### src/rtl/pt_walker_pkg.sv
package pt_walker_pkg;

  typedef enum logic [2:0] {
    ST_IDLE,
    ST_ISSUE,
    ST_WAIT,
    ST_CHECK,
    ST_RESPOND
  } walkState_e;

  // Strobes from control to datapath
  typedef struct packed {
    logic ldReq;   // capture request and base
    logic ldPte;   // capture entry word
    logic ldRsp;   // register check result
  } walkStrobe_t;

  typedef enum logic [1:0] {
    ACC_READ  = 2'b00,
    ACC_WRITE = 2'b01,
    ACC_FETCH = 2'b10,
    ACC_RSVD  = 2'b11
  } accKind_e;

  typedef enum logic [1:0] {
    RGT_NONE = 2'b00,
    RGT_RO   = 2'b01,
    RGT_RW   = 2'b10,
    RGT_EXEC = 2'b11
  } rights_e;

  function automatic logic accessPermitted(input accKind_e acc, input rights_e rgt);
    logic ok;
    case (acc)
      ACC_READ:  ok = (rgt == RGT_RO) || (rgt == RGT_RW);
      ACC_WRITE: ok = (rgt == RGT_RW);
      ACC_FETCH: ok = (rgt == RGT_EXEC);
      default:   ok = 1'b0;
    endcase
    return ok;
  endfunction

endpackage

### src/rtl/pt_walker_ctrl.sv
module pt_walker_ctrl
  import pt_walker_pkg::*;
(
  input  logic        clk,
  input  logic        rstN,
  input  logic        reqValid,
  input  logic        memRdValid,
  output walkStrobe_t strobe,
  output logic        memRdEn,
  output logic        rspValid,
  output logic        busy
);

  walkState_e state, stateNext;

  always_ff @(posedge clk) begin
    if (!rstN) state <= ST_IDLE;
    else       state <= stateNext;
  end

  always_comb begin
    stateNext = state;
    case (state)
      ST_IDLE:    if (reqValid) stateNext = ST_ISSUE;
      ST_ISSUE:   stateNext = ST_WAIT;
      ST_WAIT:    if (memRdValid) stateNext = ST_CHECK;
      ST_CHECK:   stateNext = ST_RESPOND;
      ST_RESPOND: stateNext = ST_IDLE;
      default:    stateNext = ST_IDLE;
    endcase
  end

  always_comb begin
    strobe.ldReq = (state == ST_IDLE) && reqValid;
    strobe.ldPte = (state == ST_WAIT) && memRdValid;
    strobe.ldRsp = (state == ST_CHECK);
  end

  assign memRdEn  = (state == ST_ISSUE);
  assign rspValid = (state == ST_RESPOND);
  assign busy     = (state != ST_IDLE);

  AST_ISSUE_AFTER_ACCEPT: assert property (@(posedge clk) disable iff (!rstN)
    (reqValid && !busy) |=> memRdEn);
  AST_SINGLE_READ: assert property (@(posedge clk) disable iff (!rstN)
    memRdEn |=> !memRdEn);
  AST_NO_READ_WHILE_ANSWERING: assert property (@(posedge clk) disable iff (!rstN)
    rspValid |-> !memRdEn);
  AST_RSP_AFTER_DATA: assert property (@(posedge clk) disable iff (!rstN)
    strobe.ldPte |=> ##1 rspValid);
  AST_RSP_PULSE: assert property (@(posedge clk) disable iff (!rstN)
    rspValid |=> (!rspValid && !busy));

endmodule

### src/rtl/pt_walker_dp.sv
module pt_walker_dp
  import pt_walker_pkg::*;
#(
  parameter int VA_W        = 32,
  parameter int PA_W        = 32,
  parameter int OFF_W       = 12,
  parameter int WORD_W      = 32,
  parameter int ENTRY_BYTES = 4
) (
  input  logic              clk,
  input  logic              rstN,
  input  walkStrobe_t       strobe,
  input  logic [WORD_W-1:0] ptBase,
  input  logic [VA_W-1:0]   reqVaddr,
  input  logic [1:0]        reqAccess,
  input  logic [WORD_W-1:0] memRdData,
  output logic [WORD_W-1:0] memRdAddr,
  output logic [PA_W-1:0]   rspPaddr,
  output logic              rspPageFault,
  output logic              rspProtFault
);

  localparam int VPN_W    = VA_W - OFF_W;
  localparam int PPN_W    = PA_W - OFF_W;
  localparam int ENTRY_SH = $clog2(ENTRY_BYTES);

  logic [VA_W-1:0]   vaddrQ;
  accKind_e          accQ;
  logic [WORD_W-1:0] baseQ;
  logic              pteValidQ;
  rights_e           pteRightsQ;
  logic [PPN_W-1:0]  ptePpnQ;

  logic [PA_W-1:0]   paddrQ;
  logic              pfQ, prfQ;

  logic [VPN_W-1:0]  vpn;
  logic              permitted;
  logic [PA_W-1:0]   paddrNext;
  logic              pfNext, prfNext;

  always_ff @(posedge clk) begin
    if (!rstN) begin
      vaddrQ <= '0;
      accQ   <= ACC_READ;
      baseQ  <= '0;
    end else if (strobe.ldReq) begin
      vaddrQ <= reqVaddr;
      accQ   <= accKind_e'(reqAccess);
      baseQ  <= ptBase;
    end
  end

  always_ff @(posedge clk) begin
    if (!rstN) begin
      pteValidQ  <= 1'b0;
      pteRightsQ <= RGT_NONE;
      ptePpnQ    <= '0;
    end else if (strobe.ldPte) begin
      pteValidQ  <= memRdData[0];
      pteRightsQ <= rights_e'(memRdData[2:1]);
      ptePpnQ    <= memRdData[WORD_W-1 -: PPN_W];
    end
  end

  assign vpn       = vaddrQ[VA_W-1:OFF_W];
  assign memRdAddr = baseQ + (WORD_W'(vpn) << ENTRY_SH);

  always_comb begin
    permitted = accessPermitted(accQ, pteRightsQ);
    pfNext    = !pteValidQ;
    prfNext   = pteValidQ && !permitted;
    paddrNext = (pteValidQ && permitted) ? {ptePpnQ, vaddrQ[OFF_W-1:0]} : '0;
  end

  always_ff @(posedge clk) begin
    if (!rstN) begin
      paddrQ <= '0;
      pfQ    <= 1'b0;
      prfQ   <= 1'b0;
    end else if (strobe.ldRsp) begin
      paddrQ <= paddrNext;
      pfQ    <= pfNext;
      prfQ   <= prfNext;
    end
  end

  assign rspPaddr     = paddrQ;
  assign rspPageFault = pfQ;
  assign rspProtFault = prfQ;

  AST_FAULT_EXCL: assert property (@(posedge clk) disable iff (!rstN)
    !(rspPageFault && rspProtFault));
  AST_FAULT_ZERO_ADDR: assert property (@(posedge clk) disable iff (!rstN)
    (rspPageFault || rspProtFault) |-> (rspPaddr == '0));
  AST_BASE_HELD: assert property (@(posedge clk) disable iff (!rstN)
    !strobe.ldReq |=> $stable(baseQ));
  AST_ADDR_STEADY: assert property (@(posedge clk) disable iff (!rstN)
    (!strobe.ldReq && !$past(strobe.ldReq)) |-> $stable(memRdAddr));

endmodule

### src/rtl/pt_walker.sv
module pt_walker
  import pt_walker_pkg::*;
#(
  parameter int VA_W        = 32,
  parameter int PA_W        = 32,
  parameter int OFF_W       = 12,
  parameter int WORD_W      = 32,
  parameter int ENTRY_BYTES = 4
) (
  input  logic              clk,
  input  logic              rstN,
  input  logic [WORD_W-1:0] ptBase,
  input  logic              reqValid,
  input  logic [VA_W-1:0]   reqVaddr,
  input  logic [1:0]        reqAccess,
  output logic              busy,
  output logic              memRdEn,
  output logic [WORD_W-1:0] memRdAddr,
  input  logic              memRdValid,
  input  logic [WORD_W-1:0] memRdData,
  output logic              rspValid,
  output logic [PA_W-1:0]   rspPaddr,
  output logic              rspPageFault,
  output logic              rspProtFault
);

  walkStrobe_t strobe;

  pt_walker_ctrl u_ctrl (
    .clk        (clk),
    .rstN       (rstN),
    .reqValid   (reqValid),
    .memRdValid (memRdValid),
    .strobe     (strobe),
    .memRdEn    (memRdEn),
    .rspValid   (rspValid),
    .busy       (busy)
  );

  pt_walker_dp #(
    .VA_W        (VA_W),
    .PA_W        (PA_W),
    .OFF_W       (OFF_W),
    .WORD_W      (WORD_W),
    .ENTRY_BYTES (ENTRY_BYTES)
  ) u_dp (
    .clk          (clk),
    .rstN         (rstN),
    .strobe       (strobe),
    .ptBase       (ptBase),
    .reqVaddr     (reqVaddr),
    .reqAccess    (reqAccess),
    .memRdData    (memRdData),
    .memRdAddr    (memRdAddr),
    .rspPaddr     (rspPaddr),
    .rspPageFault (rspPageFault),
    .rspProtFault (rspProtFault)
  );

endmodule

### config.mk
export PLATFORM = sky130hd
export DESIGN_NAME = pt_walker
export DESIGN_NICKNAME = d
export VERILOG_FILES = /design/src/rtl/pt_walker_pkg.sv /design/src/rtl/pt_walker_ctrl.sv /design/src/rtl/pt_walker_dp.sv /design/src/rtl/pt_walker.sv
export SDC_FILE = /design/constraint.sdc
export NUM_CORES = 1
export LEC_CHECK = 0
export BUFFER_PORTS_ARGS = -buffer_cell sky130_fd_sc_hd__buf_2
export CAP_MARGIN = 15
export CORE_ASPECT_RATIO = 0.75
export CORE_MARGIN = 3
export CORE_UTILIZATION = 55
export DETAILED_ROUTE_END_ITERATION = 8
export PLACE_DENSITY = 0.86
export SLEW_MARGIN = 15
export SYNTH_ARGS = -nofsm -noshare
export SYNTH_HDL_FRONTEND = slang
export SYNTH_SLANG_ARGS = --single-unit
export TNS_END_PERCENT = 5
### constraint.sdc
create_clock -name clk -period 7.3 [get_ports clk]
set_input_delay 0.365 -clock clk [delete_from_list [all_inputs] [get_ports clk]]
set_output_delay 0.365 -clock clk [all_outputs]
set_load 0.05 [all_outputs]
==> results of run 1 <==
layout by cell type (no fill, tap or decap), drive strengths merged, types with 2 or more instances in the layout:
cell        n
nand2     203
buf       166
dfxtp     126
a21oi     115
nor2       46
a22oi      32
ha         22
clkbuf     19
nand4      17
o21ai      16
a21o       13
xnor2      12
inv        11
nor3        9
xor2        8
nand3       7
nor2b       6
and2        6
clkinv      6
a31oi       5
a2111o      4
nor3b       4
bufinv      4
a211oi      4
o211ai      3
and4        3
nand3b      3
clkinvlp    3
a211o       3
and3        3
o21a        2
a221o       2
nand2b      2
o311ai      2
critical path, cell delays in order, from the launching register on:
cell      delay (ps)
dfxtp_1          330
ha_1             210
inv_1             70
fa_1             400
and2b_1          240
o211ai_1          90
a21bo_2          270
a211o_1          440
and4_1           240
a211oi_1         290
buf_2            330
layer usage:
layer	track usage	wire length (um)	vias up
met3	0.0694	1200	20
met1	0.335	6860	2634
met4	0.0722	179	2
li1	-	-	2852
met2	0.378	6900	227
met5	0	13	-
cell families after synthesis:
family	Yosys count	synth area share
adder cells (fa/ha/maj)	23	0.0502
buffers and inverters	67	0.0472
AND/OR/NAND/NOR	312	0.226
XOR/XNOR	20	0.0298
flip-flops	126	0.429
AO/OA/AOI/OAI	207	0.218
state kept, by name, indices dropped and copies added (netlist names), 2 cells and up:
name	count
u_ctrl.state	3
u_dp.accQ	2
u_dp.baseQ	32
u_dp.ptePpnQ	20
u_dp.pteRightsQ	2
u_dp.rspPaddr	32
u_dp.vaddrQ	32
power breakdown:
group	switching, uW	internal (uW)
registers	29.5	727
logic	271	109
clock network	305	574
total	606	1410
cell usage after synthesis, drive strengths merged, types with 3 or more instances:
library cell  instances  area, um^2
a22oi                32         240
nor2                 46         173
xnor2                12         105
inv                  11        41.3
a211oi                4        47.5
and4                  3        26.3
nor2b                 6        37.5
a31oi                 5        31.3
xor2                  8        70.1
and2                  6        40.0
nor3b                 4        30.0
o211ai                3        22.5
a21oi               115         576
and3                  3        20.0
nand3                 7        35.0
nand3b                3        22.5
buf                  12        71.3
a21o                 13        97.6
dfxtp               126        2520
nor3                  9        45.0
ha                   22         275
a2111o                4        45.0
clkbuf               44         165
nand2               203         762
nand4                17         106
a211o                 3        27.5
o21ai                16        83.8
through the flow:
| step | utilization | hold slack [ps] | power [uW] |
|---|---|---|---|
| floorplan | - | 436 | 1050 |
| CTS | 0.703 | 190 | 2020 |
| finish | 0.703 | 199 | 2020 |
| global placement | 0.643 | 439 | 1140 |
| detailed placement | 0.643 | 446 | 1150 |
| global route | 0.703 | 191 | 2100 |
final cells by class:
cell class                      count  share of cell area
Multi-Input combinational cell    562               0.423
Sequential cell                   126               0.346
Timing Repair Buffer              166               0.116
Clock buffer                       19              0.0594
Clock inverter                     13              0.0261
Tap cell                          136              0.0233
Inverter                           11             0.00583
Antenna cell                        1            0.000343
worst paths after layout:
kind,startpoint,to,slack (ps),depth (start not counted)
worst min-delay path,memRdData[22],u_dp.ptePpnQ[10]$_SDFFE_PN0P_,200,3
worst max register to register,u_ctrl.state[0]$_SDFFE_PN0P_,u_dp.vaddrQ[20]$_SDFFE_PN0P_,5230,5
worst max-delay path,u_dp.baseQ[2]$_SDFFE_PN0P_,memRdAddr[22],3630,10
worst min register to register,u_dp.ptePpnQ[15]$_SDFFE_PN0P_,u_dp.ptePpnQ[15]$_SDFFE_PN0P_,450,2
==> results summary, run 1 <==
The run finished with clean final reports. The number of gates given a new drive strength after cts came out at 0. The final critical-path required period came out at between 3000 and 4000 ps.

The final max-slew violation count is 0. The share of synthesized area occupied by flip-flops and latches is 0.429. Summed over all layers, the routed wires come to approximately 15,000 um. Synthesis produced a netlist whose cell count is 755.

After synthesis, the netlist uses 51 different library cells. After the flow finishes, the layout carries non-filler instances totaling about 1,000. The mean instance size in the synthesized netlist is just under 8 um^2. Of the cells placed in the final design, the portion with a size suffix greater than 1 is 0.231. The required time at the endpoint of the critical path came out at 6930 ps.

The most used flip-flop cell after synthesis is dfxtp_1. The number of warnings printed during yosys synthesis came out at 0. The first global-routing pass estimated approximately 24,000 um of wire. The effective utilization at floorplan is 0.567.

Setup repair after global routing left no endpoint under its margin. Summing all multi-input logic gate instances after layout gives around 3100 um^2. STA classifies the critical path startpoint as a register.

The total nets after synthesis came out at 880. The clock transition at the register clock pins on the worst setup and hold paths after CTS is ~60 ps. The maximum operating frequency is approximately 0.27 GHz. The standard-cell row count is 32. The horizontal die dimension came out at 125 um.

TritonCTS built the clock tree. The count of hold-fix buffers inserted at cts is 0. The post-route setup TNS is 0 ps. The clock buffer count from CTS is 17. The number of antenna violations at the first check in global routing came out at 1. The die outline area is about 12,000 um^2. In this run the vertical extent of the chip is 95.6 um. In this run, placement finished with an instance count of ~1,000.

The worst slack at placement is roughly 4100 ps. The worst clock skew on the final layout came out at between 10 and 15 ps. The count of buffers from port buffering came out at 161. The first-pass detailed-route iteration total came out at 5. The kind of critical path is register to output pin. The actual slew at the worst max-slew pin came out at roughly 1000 ps. The cell at the root of the clock tree is clkbuf_16. The proportion of register bits with asynchronous set or reset after synthesis came out at 0.

The number of nets still failing antenna checks after routing is 0. The overall track demand over capacity in global routing is 0.244. The worst pin sits at a relative slew slack of 0.332.

The floorplan core area is about 10,000 um^2. The final worst slack is between 3000 and 4000 ps. Post-CTS timing repair inserted 0 buffers for setup.

The maximum ir drop on the vdd rail is about 0.00026 V. The critical path endpoint category is an output pin. Along the worst path, the maximum fanout reaches 10. The detailed-route DRC error count came out at 0. In this run the cell area of the synthesized design comes to around 5900 um^2. The total setup violations reported at the end of the flow came out at 0. The weighted congestion reported at the end of routability-driven placement is 0.902.

The total number of clock tree sinks is between 100 and 150. The leakage dissipation came out at roughly 0.0032 uW. The worst-skew pair later-pin latency is approximately 400 ps. The number of DRC violations after detailed-routing iteration 0 came out at roughly 450. The number of top-level design ports came out at 171.

The HPWL after detailed placement came out at between 10,000 and 15,000 um. The routed length per placed instance came out at 14.6 um. The number of maximum-capacitance constraint violations is 0. The register cell area after layout is approximately 2500 um^2.

CTS built an H-tree with a depth of 4. The data arrival at the endpoint of the critical path is ~3300 ps. The final hold violation count is 0.

Summing all placed instances gives a cell area of around 6700 um^2. The per-cell via count in the routed design is 5.55. The post-route clock period utilization came out at 0.503. The layout overhead on the synthesized area came out at 23.9%. The worst-case clock buffer depth came out at 2.

The overflow left after global routing came out at 0. The detailed router placed ~5,700 vias in this run. The power density over the cells is 276 nW/um^2. The number of enable-type register cells in the synthesized netlist came out at 0. The number of nets in the layout came out at 1,009.

The number of global-route vias before repair was ~5,000. In this run the worst hold path is classified as input pin to register. The finished layout cell area is ~7300 um^2. The number of fillers in the final layout is just under 900. The synthesized flop and latch total is 126. The pin count of the biggest net entering global routing came out at 68.
Note: power is estimated with default switching activity, not from simulation.
==> run 2, diff against run 1 <==
ABC_AREA = 1   (was not set)
CORE_UTILIZATION = 53   (was 55)
PLACE_DENSITY = 0.82   (was 0.86)
clock period = 3.8 ns   (was 7.3 ns; I/O delays follow)
==> run 2 against run 1 <==
Worst hold slack got worse by 150 ps; total power increased by 100%; combinational power increased by 130%.
==> results summary, run 2 <==
The overflow left after global routing is 0. The internal power of the cells totals between 2000 and 3000 uW. Following the worst setup path forward leads to its endpoint at memRdAddr[16]. The end of the worst register-to-register path is u_dp.rspProtFault$_SDFFE_PN0P_. For this design the top-level I/O count stands at approximately 170.

The critical path is of the register to output pin type. In the final routed layout, each cell accounts on average for roughly 14 um. The total routed wirelength is ~17,000 um.

The core region is 11,300 um^2. Adding up every negative setup slack in the final design gives 0 ps. The instance area after placement is between 7000 and 8000 um^2. The die outline area came out at between 10,000 and 15,000 um^2. The layout overhead on the synthesized area is 23.0%. In the global route stage, overall resource usage came out at 0.253. The post-route clock period utilization came out at 0.783. The cell count after synthesis is slightly above 900. The number of DRC violations after detailed-routing iteration 0 came out at between 400 and 500. The share of power burned in the clock network is 0.414. Counting I/O delays and the setup requirement, the final critical path takes between 2000 and 3000 ps.

The count of cells along the worst hold path is 3. The library cells used most frequently in the layout, excluding fill and tap cells, are nand2_1, inv_1, buf_2. The number of nets in the layout is 1,198.

In this design, the stage delay of the slowest critical-path cell is between 400 and 500 ps. Once the clock tree was built, the setup fixing pass inserted 0 buffers. Walking the worst path, the cells encountered are ha_1, inv_1, fa_1, inv_1, nand3_1, nand3_1, nand2_1, nand2_1, nand3_1, a21o_1, nand2_1, buf_2.

The final worst slack came out at 825 ps. For this run, the number of Yosys warnings is 0. The count of cells along the worst register-to-register path is 4. The final hold violation count came out at 0. The leading cell type by number of instances after synthesis is nand2_1. The instance count on the critical path is 12.

At the end of routability-driven placement, the weighted congestion stood at around 0.94. Counting instances in the post-synthesis netlist gives the leading cell types as nand2_1, inv_1, a21oi_1, dfxtp_1, o21ai_0. The maximum level of the CTS H-tree came out at 4.

The final hold slack is roughly 52 ps. Prior to clock tree synthesis, the placed netlist has a worst setup slack of 1320 ps. The final max-slew violation count was 0. The number of global-route vias before repair came out at ~5,800. The detailed-route DRC error count is 0. The kind of cell with the highest combined delay along the critical path is adder cells.

The most frequent standard cell in the layout excluding fill and tap cells is nand2_1. The number of nets still failing antenna checks after routing is 0. The synthesized flop and latch total came out at 126.

The share of synthesized area in the top cell type comes to 0.398. The flow ran to the end, and the final reports show no timing, DRC or antenna violations. The maximum ir drop on the vdd rail is roughly 0.00035 V. The worst-case clock buffer depth is 2. Yosys attributes the largest share of cell area to dfxtp_1, nand2_1, a21oi_1. The clock net in this run drives a total of 126 sinks. The post-synthesis cell area came out at approximately 6300 um^2. The first global-routing pass estimated approximately 27,000 um of wire. In this run the tool buffered the top-level ports with 161 buffer cells. The top fanout value on the critical path came out at 4. The total setup violations reported at the end of the flow came out at 0.

The number of vias in the routed layout is around 6,400. The number of gates given a new drive strength after cts is 0. The worst setup path is captured at an output pin. The number of antenna violations at the first check in global routing is 1.

The setup check on the worst reg-to-reg path leaves a slack of between 1500 and 2000 ps. The slowest stage cell on the critical path is fa_1. The total nets after synthesis is roughly 1,100. The HPWL after detailed placement came out at 12,200 um. The actual slew at the worst max-slew pin came out at ~850 ps. For this design the total switching power over the nets is between 1000 and 1500 uW. The die boundary height is about 100 um.

The standard-cell row count is 33. The number of enable-type register cells in the synthesized netlist came out at 0. The number of maximum-capacitance constraint violations is 0.

Of the total power, combinational logic draws 0.220. The clock transition at the register clock pins on the worst setup and hold paths after CTS came out at 60 ps. The number of distinct library cells after synthesis came out at 31. The proportion of register bits with asynchronous set or reset after synthesis came out at 0. In this run the static leakage power is 0.00381 uW. STA classifies the critical path startpoint as a register.

Fill cells in the final layout number 993. TritonCTS built the clock tree. Dividing the detail-routed via count by the number of cells gives a little over 5. The sequential fraction of design power came out at 0.366. Of the total power, the share spent switching nets is 0.331. The launch instance of the worst register-to-register path is u_ctrl.state[1]$_SDFFE_PN0P_. The min-delay analysis places its worst path in the category input pin to register. The sequential cells in the finished layout cover a total of about 2500 um^2. In this run the horizontal extent of the chip is 132 um. The start point of the critical path is u_dp.baseQ[2]$_SDFFE_PN0P_. The share of the Yosys chip area taken by registers is 0.398.

The data arrival at the endpoint of the critical path is around 2800 ps. The pin count of the biggest net entering global routing came out at 80. Of the cells placed in the final design, the portion with a size suffix greater than 1 is 0.189.

The number of buffer and inverter stages on the critical path is 3. The number of antenna cells inserted came out at 0. At the worst endpoint, the required time is 3610 ps. The count of hold-fix buffers inserted at cts is 0. The mean instance size in the synthesized netlist came out at 6.80 um^2. The most used flip-flop cell after synthesis is dfxtp_1. Timing would allow up to between 0.3 and 0.4 GHz. In the final layout, the multi-input gates occupy 2990 um^2. For the final database, setup skew stands at approximately 5.2 ps. For the worst-skew pair, the clock arrives at the later sink with an insertion delay of slightly above 400 ps. Counting the buffers created by CTS gives 17. The final total power came out at 4030 uW. The cell at the root of the clock tree is clkbuf_16. The effective utilization at floorplan is 0.562.

Setup repair after global routing left no endpoint under its margin. The worst slew margin relative to its limit is 0.434. In this run the power density over the cells is roughly 520 nW/um^2. The finished layout cell area is ~8000 um^2. The first-pass detailed-route iteration total came out at 5. The synthesized design spends more area on one cell type than any other, namely dfxtp_1.
run 2: cell count changes in the layout (fill, tap and decap cells not counted), sizes merged, moves of 5 or more:
cell   before  now
a21o       13    1
xnor2      12    2
a22oi      32    0
a31oi       5    0
nor2b       6    0
o21ai      16   91
nand4      17    7
a21oi     115  136
and2        6    1
nand3       7   70
inv        11  170
nor2       46   34
run 2: kinds of logic (layout without fill, tap and decap cells):
logic type                 count (synthesis)  after routing  share of synthesized area
xor gates and xnor gates                  14             14                     0.0194
buffers and inverters                    208            363                      0.131
adders and majority gates                 23             23                     0.0466
AOI/OAI and AO/OA                        231            231                      0.184
DFF                                      126            126                      0.398
and+or+nand+nor                          329            329                      0.221
run 2: through the flow:
step / std cells / utilization
finish: 1243 / 0.691
global route: 1243 / 0.691
CTS: 1243 / 0.691
detailed placement: 1211 / 0.637
global placement: 1211 / 0.637
floorplan: 931 / -
run 2: per-layer routing:
layer  wire, um  global-route usage  up-vias
li1           -                   -     3258
met1       8040               0.368     2850
met2       7040               0.373      234
met3       1510              0.0664       26
met4        246              0.0679        2
met5          7                   0        -
run 2: worst min-delay path by stage:
stage	from	end	slack, ps
floorplan	reqVaddr[25]	u_dp.vaddrQ[25]$_SDFFE_PN0P_	360
global placement	u_dp.baseQ[0]$_SDFFE_PN0P_	u_dp.baseQ[0]$_SDFFE_PN0P_	430
detailed placement	u_dp.baseQ[0]$_SDFFE_PN0P_	u_dp.baseQ[0]$_SDFFE_PN0P_	440
CTS	ptBase[1]	u_dp.baseQ[1]$_SDFFE_PN0P_	50
global route	reqVaddr[27]	u_dp.vaddrQ[27]$_SDFFE_PN0P_	50
finish	ptBase[1]	u_dp.baseQ[1]$_SDFFE_PN0P_	50
run 2: worst min-delay path, cell delays in order:
cell	delay, ps
buf_2	70
o21ai_0	70
a21oi_1	100
run 2: area by class of cell:
class,instances,share of cell area
inverters,165,0.0795
multi-input cells,597,0.384
flip-flops and latches,126,0.324
clock inverters,15,0.0236
repair buffers,166,0.110
clock buffers,17,0.0546
well taps,157,0.0252
run 2: power groups by stage:
| stage | Clock [uW] | Sequential, uW | Combinational, uW |
|---|---|---|---|
| final | 1670 | 1470 | 885 |
| after global routing | 1750 | 1480 | 961 |
| after detailed placement | 0 | 1500 | 874 |
| after global placement | 0 | 1500 | 864 |
| after floorplan | 0 | 1480 | 655 |
| after CTS | 1690 | 1470 | 880 |
